## config.mk

```make
export PLATFORM = sky130hd
export DESIGN_NAME = lin_mode_ctrl
export DESIGN_NICKNAME = d
export VERILOG_FILES = /design/src/rtl/lin_mode_ctrl.sv
export SDC_FILE = /design/constraint.sdc
export NUM_CORES = 1
export LEC_CHECK = 0
export BUFFER_PORTS_ARGS = -buffer_cell sky130_fd_sc_hd__buf_4
export CAP_MARGIN = 20
export CORE_MARGIN = 2
export CORE_UTILIZATION = 59
export CTS_BUF_LIST = sky130_fd_sc_hd__clkbuf_4 sky130_fd_sc_hd__clkbuf_8 sky130_fd_sc_hd__clkbuf_16
export DETAILED_ROUTE_END_ITERATION = 10
export GPL_TIMING_DRIVEN = 0
export PLACE_DENSITY_LB_ADDON = 0.12
export SLEW_MARGIN = 20
export SYNTH_ARGS = -nofsm -noshare
export SYNTH_HDL_FRONTEND = slang
export SYNTH_SLANG_ARGS = --single-unit
export TNS_END_PERCENT = 10
```

## constraint.sdc

```tcl
create_clock -name clk -period 2.3 [get_ports clk]
set_clock_uncertainty 0.15 [all_clocks]
set_input_delay 0.345 -clock clk [delete_from_list [all_inputs] [get_ports clk]]
set_output_delay 0.345 -clock clk [all_outputs]
set_load 0.02 [all_outputs]
```

## src/rtl/lin_mode_ctrl.sv

```systemverilog
module lin_mode_ctrl #(
  parameter int WAKE_CYCLES = 2000
) (
  input  logic clk,
  input  logic rst_n,
  input  logic en_i,
  input  logic bus_i,
  input  logic txd_i,
  input  logic tsd_i,
  output logic rxd_o,
  output logic drv_dom_o,
  output logic inh_oe_o
);

  localparam int CNT_W = $clog2(WAKE_CYCLES + 1);
  localparam logic [CNT_W-1:0] WAKE_LAST = CNT_W'(WAKE_CYCLES - 1);

  typedef enum logic [1:0] {ST_SBY = 2'd0, ST_NRM = 2'd1, ST_SLP = 2'd2} mode_t;

  mode_t state, state_nx;
  logic en_s1, en_s2, bus_s1, bus_s2;
  logic [CNT_W-1:0] wake_cnt;
  logic wake_hit;

  always_ff @(posedge clk or negedge rst_n) begin
    if (!rst_n) begin
      en_s1  <= 1'b0;
      en_s2  <= 1'b0;
      bus_s1 <= 1'b1;
      bus_s2 <= 1'b1;
    end else begin
      en_s1  <= en_i;
      en_s2  <= en_s1;
      bus_s1 <= bus_i;
      bus_s2 <= bus_s1;
    end
  end

  assign wake_hit = (state == ST_SLP) && !bus_s2 && (wake_cnt == WAKE_LAST);

  always_ff @(posedge clk or negedge rst_n) begin
    if (!rst_n)                                     wake_cnt <= '0;
    else if (state != ST_SLP || bus_s2 || en_s2)    wake_cnt <= '0;
    else if (!wake_hit)                             wake_cnt <= wake_cnt + 1'b1;
  end

  always_comb begin
    state_nx = state;
    case (state)
      ST_SBY:  state_nx = en_s2 ? ST_NRM : ST_SBY;
      ST_NRM:  state_nx = en_s2 ? ST_NRM : ST_SLP;
      ST_SLP:  state_nx = en_s2 ? ST_NRM : (wake_hit ? ST_SBY : ST_SLP);
      default: state_nx = ST_SBY;
    endcase
  end

  always_ff @(posedge clk or negedge rst_n) begin
    if (!rst_n) state <= ST_SBY;
    else        state <= state_nx;
  end

  assign inh_oe_o  = (state != ST_SLP);
  assign drv_dom_o = (state == ST_NRM) && !tsd_i && !txd_i;
  assign rxd_o     = (state == ST_SLP) | bus_i;

  p_normal_needs_en_r2: assert property (@(posedge clk) disable iff (!rst_n)
    (state != ST_NRM && !en_s2) |=> (state != ST_NRM));

  p_normal_exit_r3: assert property (@(posedge clk) disable iff (!rst_n)
    (state == ST_NRM && !en_s2) |=> (state == ST_SLP && !inh_oe_o));

  p_wake_done_r4: assert property (@(posedge clk) disable iff (!rst_n)
    (state == ST_SLP && !en_s2 && !bus_s2 && wake_cnt == WAKE_LAST) |=> (state == ST_SBY && inh_oe_o));

  p_stay_asleep_r5: assert property (@(posedge clk) disable iff (!rst_n)
    (state == ST_SLP && !en_s2 && (bus_s2 || wake_cnt != WAKE_LAST)) |=> (state == ST_SLP));

  p_standby_hold_r7: assert property (@(posedge clk) disable iff (!rst_n)
    (state == ST_SBY && !en_s2) |=> (state == ST_SBY && inh_oe_o));

endmodule

```

# Word level (Yosys, flattened, before mapping)
# Index checks and enable logic that the tools add are counted.
totals:
  reg_bits: 17
  input_bits: 6
  output_inout_bits: 3
  wordCells: 30
classes:
  n_addsub: 1
  eq_ne: 5
  muxes: 7
  bitwise: 1
  reduce_logical: 10
ops:
  columns: ["operator", "count"]
  rows:
  - ["$mux W11", 2]
  - ["$add A11 B1 Y11 const B", 1]
  - ["$eq A11 B11 Y1 const B", 1]
  - ["$mux W2", 3]
  - ["$pmux W2 S3", 1]
  - ["$logic_and A1 B1 Y1", 4]
  - ["$logic_not A1 Y1", 3]
  - ["$eq A2 B1 Y1 const B", 1]
  - ["$eq A2 B2 Y1 const B", 1]
  - ["$logic_not A2 Y1", 1]
  - ["$logic_or A1 B1 Y1", 2]
  - ["$ne A2 B1 Y1 const B", 1]
  - ["$ne A2 B2 Y1 const B", 1]
  - ["$mux W1", 1]
  - ["$or A1 B1 Y1", 1]

# Depth between registers and ports, before layout
# Gate-level depths: netlist of run 1.
depth:
  ltp_word: 6
  ltp_mapped: 4
  mapped_depth_nobuf: 4

# Worst setup path after synthesis of run 1
# Ideal clock, no wire load.
synth_timing:
  path_kind: "register to register"
  start: "register wake_cnt[0]"
  end: "register wake_cnt[10]"
  setup_ns: 0.078
  arrival_time_ns: 1.305
  path_slack_ns: 0.767
  path_stages_with_launch: 5
  n_path_buf: 0
  synth_period_minus_slack_ns: 1.533
  path_cell_list: "dfrtp_1 > ha_1 > inv_1 > or4_1 > a21oi_1"
synth_between:
  elab_chain_cells: 3
  word_cells_on_any_way: 6
  classes_between: "add/sub (1); eq/ne (2); mux (2); reduce/logical (1)"
synth_rtl:
  columns: ["item", "line", "text"]
  rows:
  - ["from (decl)", "22", "logic [CNT_W-1:0] wake_cnt;"]
  - ["from (signal assigned)", "44", "else if (!wake_hit) wake_cnt <= wake_cnt + 1'b1;"]
  - ["$add A11 B1 Y11 or $eq A11 B11 Y1 (tied branches)", "44, 39", null]
  - ["$mux W11 or $logic_and A1 B1 Y1 (tied branches)", "44, 39", null]
  - ["$mux W11 or $ne A2 B1 Y1 (tied branches)", null, null]
# Several ways; a longest one is shown, not always the timed one. The select of a mux whose other input is x is not followed.
# A chain may end at the register's enable or synchronous reset.

# Worst setup path after layout of run 1
layout_timing:
  start: "input bus_i"
  end: "output rxd_o"
layout_between:
  elab_chain_cells: 1
layout_rtl:
  columns: ["item", "line", "text"]
  rows:
  - ["from (decl)", "7", "input logic bus_i,"]
  - ["$or A1 B1 Y1", "64", "assign rxd_o = (state == ST_SLP) | bus_i;"]
  - ["to (decl)", "10", "output logic rxd_o,"]
# Every way passes these cells.

==> results of run 1 <==
[state kept, by name (all words and copies together), names as in the netlist]
name and count:
wake_cnt 11, bus_s2 1, bus_s1 1, state 2
en_s1 1, en_s2 1
[critical path, stage by stage]
cell and delay (ns):
dlygate4sd3_1 0.54, buf_4 0.14, nand2b_1 0.13, buf_4 0.15
[placed cells by master (no fill, tap or decap), drive strengths merged]
master / netlist / routed
dfrtp: 15 / 15
nand2: 8 / 8
buf: 0 / 8
a21oi: 7 / 7
nand2b: 5 / 5
o21ai: 4 / 4
o31ai: 4 / 4
or4: 4 / 4
clkbuf: 1 / 4
nand3: 3 / 3
or3: 3 / 3
dlygate4sd3: 0 / 3
mux2i: 2 / 2
inv: 2 / 2
dfstp: 2 / 2
nand4: 2 / 2
nor4: 1 / 1
nor2b: 1 / 1
a221oi: 1 / 1
a21boi: 1 / 1
nor3: 1 / 1
nor4b: 1 / 1
o21ba: 1 / 1
and4b: 1 / 1
a31o: 1 / 1
o311a: 1 / 1
ha: 1 / 1
clkinv: 0 / 1
[cells in the mapped netlist (all sizes together)]
master   n
o21ba    1
nand3    3
nor2b    1
nor3     1
nor4     1
a31o     1
clkbuf   1
o311a    1
a221oi   1
a21boi   1
inv      2
or3      3
o21ai    4
mux2i    2
or4      4
dfrtp   15
nand4    2
nand2    8
nand2b   5
a21oi    7
o31ai    4
nor4b    1
and4b    1
dfstp    2
ha       1
[final timing paths]
check                                        startpoint  slack [ns]                  endpoint
max in group asynchronous                         rst_n        1.46          bus_s1$_DFF_PN1_
min in group asynchronous                         rst_n        0.30   wake_cnt[9]$_DFFE_PN0P_
worst max-delay path                              bus_i        0.50                     rxd_o
worst min register to register         bus_s1$_DFF_PN1_        0.21          bus_s2$_DFF_PN1_
worst min-delay path                   bus_s1$_DFF_PN1_        0.21          bus_s2$_DFF_PN1_
worst max register to register  wake_cnt[0]$_DFFE_PN0P_        0.56  wake_cnt[10]$_DFFE_PN0P_
[metal layers]
metal	global-route usage [%]	vias to the layer above	routed length [microns]
li1	-	308	-
met1	27.5	296	707
met2	32.4	12	679
met3	4.89	0	50
met4	7.26	0	0
met5	0	-	0
[repair_timing]
item,CTS,global route
endpoints found under the setup margin,0,0
hold buffers,3,0
hold endpoints to repair,19,0
[power by group through the flow]
stage / clock network (mW) / registers (mW) / logic (mW)
after global routing: 0.174 / 0.313 / 0.0402
after detailed placement: 0 / 0.318 / 0.0328
final: 0.158 / 0.312 / 0.0366
after CTS: 0.161 / 0.312 / 0.0368
after global placement: 0 / 0.318 / 0.0319
after floorplan: 0 / 0.317 / 0.0140
[per-stage QoR]
step / util [%] / cells / power, mW / hold slack, ns / cell area, sq um
detailed placement: 69.0 / 96 / 0.351 / 0.0684 / 898
global route: 73.5 / 103 / 0.527 / 0.219 / 956
floorplan: - / 73 / 0.331 / -0.101 / 820
global placement: 69.0 / 96 / 0.349 / 0.0659 / 898
finish: 73.5 / 103 / 0.506 / 0.212 / 956
CTS: 73.5 / 103 / 0.510 / 0.213 / 956
[cells by family after synthesis]
kind of cell	count (synthesis)	synth area share [%]
AOI/OAI and AO/OA	20	15.9
adders and majority gates	1	1.53
buffers and inverters	3	1.37
DFF	17	52.2
muxes	2	2.44
and+or+nand+nor	30	26.6
[area by class of cell]
cell class	instances	area, sq um	share of cell area, %
multi-input combinational	53	380	39.8
inverter	2	7.51	0.785
buffer	1	3.75	0.393
tap	15	18.8	1.96
clock buffer	3	22.5	2.36
timing repair buffer	11	90.1	9.42
sequential	17	428	44.8
clock inverter	1	5.00	0.524
==> impl_metrics.csv, run 1 <==
group,metric,value,unit
route,vias,616,
worst_setup_path,ff2ff_path_depth,4,
sta,maxSlewHeadroom,66.7,%
global_route,grt_usage,20.6,%
logic_synthesis,seq_area_frac_synth,52.2,%
logic_synthesis,synth.cell_area,820,sq um
die,start_util,63.0,%
worst_setup_path,path_class,"in2out",
job,drv_cap,0,
clock_network,cts_max_level,1,
placed_design,io_buffers,8,
logic_synthesis,synth_cell_types,26,
sta,period_needed,1.80,ns
global_route,overflow,0,
clock_network,clk_pin_slew,0.10,ns
clock_network,cts.path.max_buffers,2,
logic_synthesis,yosysWarnings,0,
route,routedWlPerCell,14.0,microns
sta,worst_pin_slew,0.498,ns
run_status,status,"finished, final reports clean",
die,ios,9,
sta,fin_ws,0.496,ns
route,detail-route-antenna-nets,0,
worst_setup_path,end_kind,"output pin",
logic_synthesis,avgSynthCellArea,11.2,sq um
clock_network,cts_tree,"yes",
power,p_per_area,530,nW/um^2
die,dieWidth,41.3,microns
cells_and_area,drive_above_1_share,23.9,%
die,dieArea,1700,sq um
sta,max_freq,554,MHz
logic_synthesis,synth_top_cell_by_area,"dfrtp_1",
logic_synthesis,syn-instance-count,73,
route,drt-initial-drc-count,14,
clock_network,cts_sinks,17,
worst_setup_path,cp.arrival,1.31,ns
logic_synthesis,synth.area.top_cells,"dfrtp_1, dfstp_2, a21oi_1",
power,pwr-share-seq,61.7,%
sta,period_share,78.5,%
worst_setup_path,cp-start-kind,"input pin",
power,irDropWorstVdd,0.395,mV
min_path,min_path_type,"reg2reg",
placed_design,gp_congestion,0.641,
route,wl,1.44,mm
sta,tns,0,ns
global_route,grt_max_degree,18,
placed_design,dpl.hpwl,1.04,mm
min_path,whs_path_depth,0,
route,drc_errors,0,
global_route,grt_pass1_wl,2.23,mm
sta,setup_viol,0,
cells_and_area,synthToLayoutAreaGrowth,16.6,%
power,p_switching,117,uW
global_route,antenna_found_initial,0,
sta,hold_viol,0,
clock_network,numCtsBuffers,3,
route,dr.pass1.iters,4,
cells_and_area,num_antenna_cells,0,
worst_setup_path,worstPathRequired,1.80,ns
clock_network,post-cts-setup-buffer-count,0,
sta,rsz0062_at_grt,"no",
placed_design,place_ws,0.582,ns
power,p_leak,0.377,nW
die,rows,13,
power,switching_share,23.0,%
route,viasPerCell,5.98,
cells_and_area,fillers,95,
worst_setup_path,path_max_fanout,2,
clock_network,clock_latency,0.29,ns
logic_synthesis,ys_ff_latch,17,
power,power_frac_comb,7.2,%
clock_network,cts_root_buffer,"clkbuf_4",
global_route,grt_pass1_vias,535,
die,fp.dieH,41.3,microns
power,clkPwrFrac,31.1,%
die,core,1300,sq um
clock_network,cts_resized,0,
logic_synthesis,syn_nets,80,
power,power.internal,390,uW
cells_and_area,final_nets,96,
sta,final_max_slew_viol_count,0,
logic_synthesis,synth_top_area_share,45.8,%
(Power assumes the default switching activity.)
==> inputs of run 2 (changes only) <==
- CORE_UTILIZATION: 59 -> 49
- clock period: 2.3 -> 1.5 ns (I/O delays scaled with it)
==> run 2 against run 1 <==
The run now ends with setup timing left; via count is 3.4% higher; worst hold slack got worse by 0.036 ns; final cell count grew 4.9%; global-route usage fell by 4.0 points; largest cell class is now multi-input gates; combinational power grew 83%; first-iteration DRC count fell by 57%; routed wire length is 12% higher; clock power is 68% higher; critical path type is now reg2out; core utilization shrank 1.7 points.
==> impl_metrics.csv, run 2 (synthesis results as in run 1) <==
group,metric,value,unit
cells_and_area,largestRegisters,"wake_cnt x11, state x2",
die,start_util,53.2,%
sta,holdWs,0.176,ns
run_status,failed_checks,"setup timing",
sta,rsz0062_at_grt,"yes",
power,p_leak,0.430,nW
route,routedWlPerCell,15.0,microns
sta,maxSlewHeadroom,76.6,%
die,dieArea,2020,sq um
die,fp.dieH,44.9,microns
clock_network,cts.path.max_buffers,2,
global_route,grt_pass1_vias,573,
sta,hold_viol,0,
route,viasPerCell,5.90,
worst_setup_path,worstPathRequired,1.12,ns
cells_and_area,utilization,71.8,%
global_route,antenna_found_initial,0,
worst_setup_path,path_class,"reg2out",
clock_network,numCtsBuffers,3,
worst_setup_path,cp-start-kind,"flop",
job,drv_cap,0,
clock_network,clock_latency,0.29,ns
route,wl,1.62,mm
cells_and_area,fillers,108,
route,dr.pass1.iters,4,
sta,max_freq,653,MHz
sta,worst_pin_slew,0.350,ns
clock_network,cts_max_level,1,
cells_and_area,drive_above_1_share,51.1,%
worst_setup_path,cp.arrival,1.16,ns
global_route,grt_pass1_wl,2.44,mm
cells_and_area,largest_register_ffs,11,
cells_and_area,mostFrequentLayoutCell,"buf_4",
die,ios,9,
sta,final_max_slew_viol_count,0,
min_path,min_path_type,"in2async",
placed_design,gp_congestion,0.776,
worst_setup_path,end_kind,"output pin",
route,vias,637,
cells_and_area,mostFrequentLayoutCells,"buf_4, dfrtp_1, nand2_1, dfrtp_2",
clock_network,cts_root_buffer,"clkbuf_4",
sta,fin_ws,-0.0310,ns
cells_and_area,final_nets,100,
cells_and_area,multi_input_area,480,sq um
cells_and_area,top_register,"wake_cnt",
cells_and_area,synthToLayoutAreaGrowth,35.0,%
power,p_per_area,737,nW/um^2
global_route,grt_usage,16.6,%
route,detail-route-antenna-nets,0,
global_route,grt_max_degree,18,
die,rows,14,
run_status,status,"finished, violations left",
route,drt-initial-drc-count,6,
worst_setup_path,path_max_fanout,4,
clock_network,cts_sinks,17,
die,core,1540,sq um
route,drc_errors,0,
sta,setup_viol,2,
clock_network,cts_tree,"yes",
cells_and_area,ff_latch_area,437,sq um
placed_design,io_buffers,8,
cells_and_area,num_antenna_cells,0,
sta,period_share,102,%
sta,period_needed,1.53,ns
die,dieWidth,44.9,microns
power,irDropWorstVdd,0.501,mV
global_route,overflow,0,
clock_network,clk_pin_slew,0.10,ns
placed_design,dpl.hpwl,1.00,mm
[run 2: path summary, 6_finish.rpt]
kind	from	to	slack [ns]	cells past startpoint
max in group asynchronous	rst_n	bus_s1$_DFF_PN1_	0.77	2
worst min-delay path	rst_n	wake_cnt[4]$_DFFE_PN0P_	0.18	2
worst min register to register	en_s1$_DFF_PN0_	en_s2$_DFF_PN0_	0.21	0
worst max register to register	wake_cnt[1]$_DFFE_PN0P_	wake_cnt[10]$_DFFE_PN0P_	0	4
min in group clk	en_s1$_DFF_PN0_	en_s2$_DFF_PN0_	0.21	0
worst max-delay path	state[1]$_DFF_PN0_	drv_dom_o	-0.03	3
[run 2: per-stage QoR]
stage | cell area, sq um | instances | setup WS, ns | TNS, ns | total power [mW]
6_report | 1110 | 108 | -0.0310 | -0.0351 | 0.816
5_1_grt | 1110 | 108 | -0.0760 | -0.416 | 0.838
4_1_cts | 1020 | 106 | -0.0513 | -0.151 | 0.812
3_5_place_dp | 902 | 97 | -0.132 | -0.766 | 0.538
3_3_place_gp | 902 | 97 | -0.114 | -0.702 | 0.536
2_1_floorplan | 822 | 73 | 0.000346 | 0 | 0.507
[run 2: layout make-up]
type / count / share of cell area (%)
clock buffers: 4 / 2.71
repair buffers: 15 / 11.2
flip-flops and latches: 17 / 39.5
inverters: 2 / 0.905
well taps: 16 / 1.81
plain buffers: 1 / 0.452
multi-input cells: 53 / 43.4
[run 2: repair_timing]
action,CTS,global route
buffers inserted,2,2
setup endpoints to repair,14,15
hold buffers,3,0
hold endpoints to repair,19,0
pin swaps,4,7
gates resized for setup,8,21
[run 2: critical path, cell delays in order (launching register included)]
cell and delay, ns:
dfrtp_2 0.45, nand2b_4 0.16, nor3_2 0.10, buf_4 0.16
[run 2: metal layers]
layer	up-vias	track usage, %	share of wire (%)
met4	0	5.29	0.37
met2	9	26.4	51
li1	317	-	-
met1	309	23.6	47
met5	-	0	0
met3	2	2.40	2.1
[run 2: power by group]
part	switching, mW	internal [mW]	total [mW]
combinational	0.0304	0.0366	0.0670
sequential	0.0127	0.471	0.484
clock	0.144	0.121	0.265
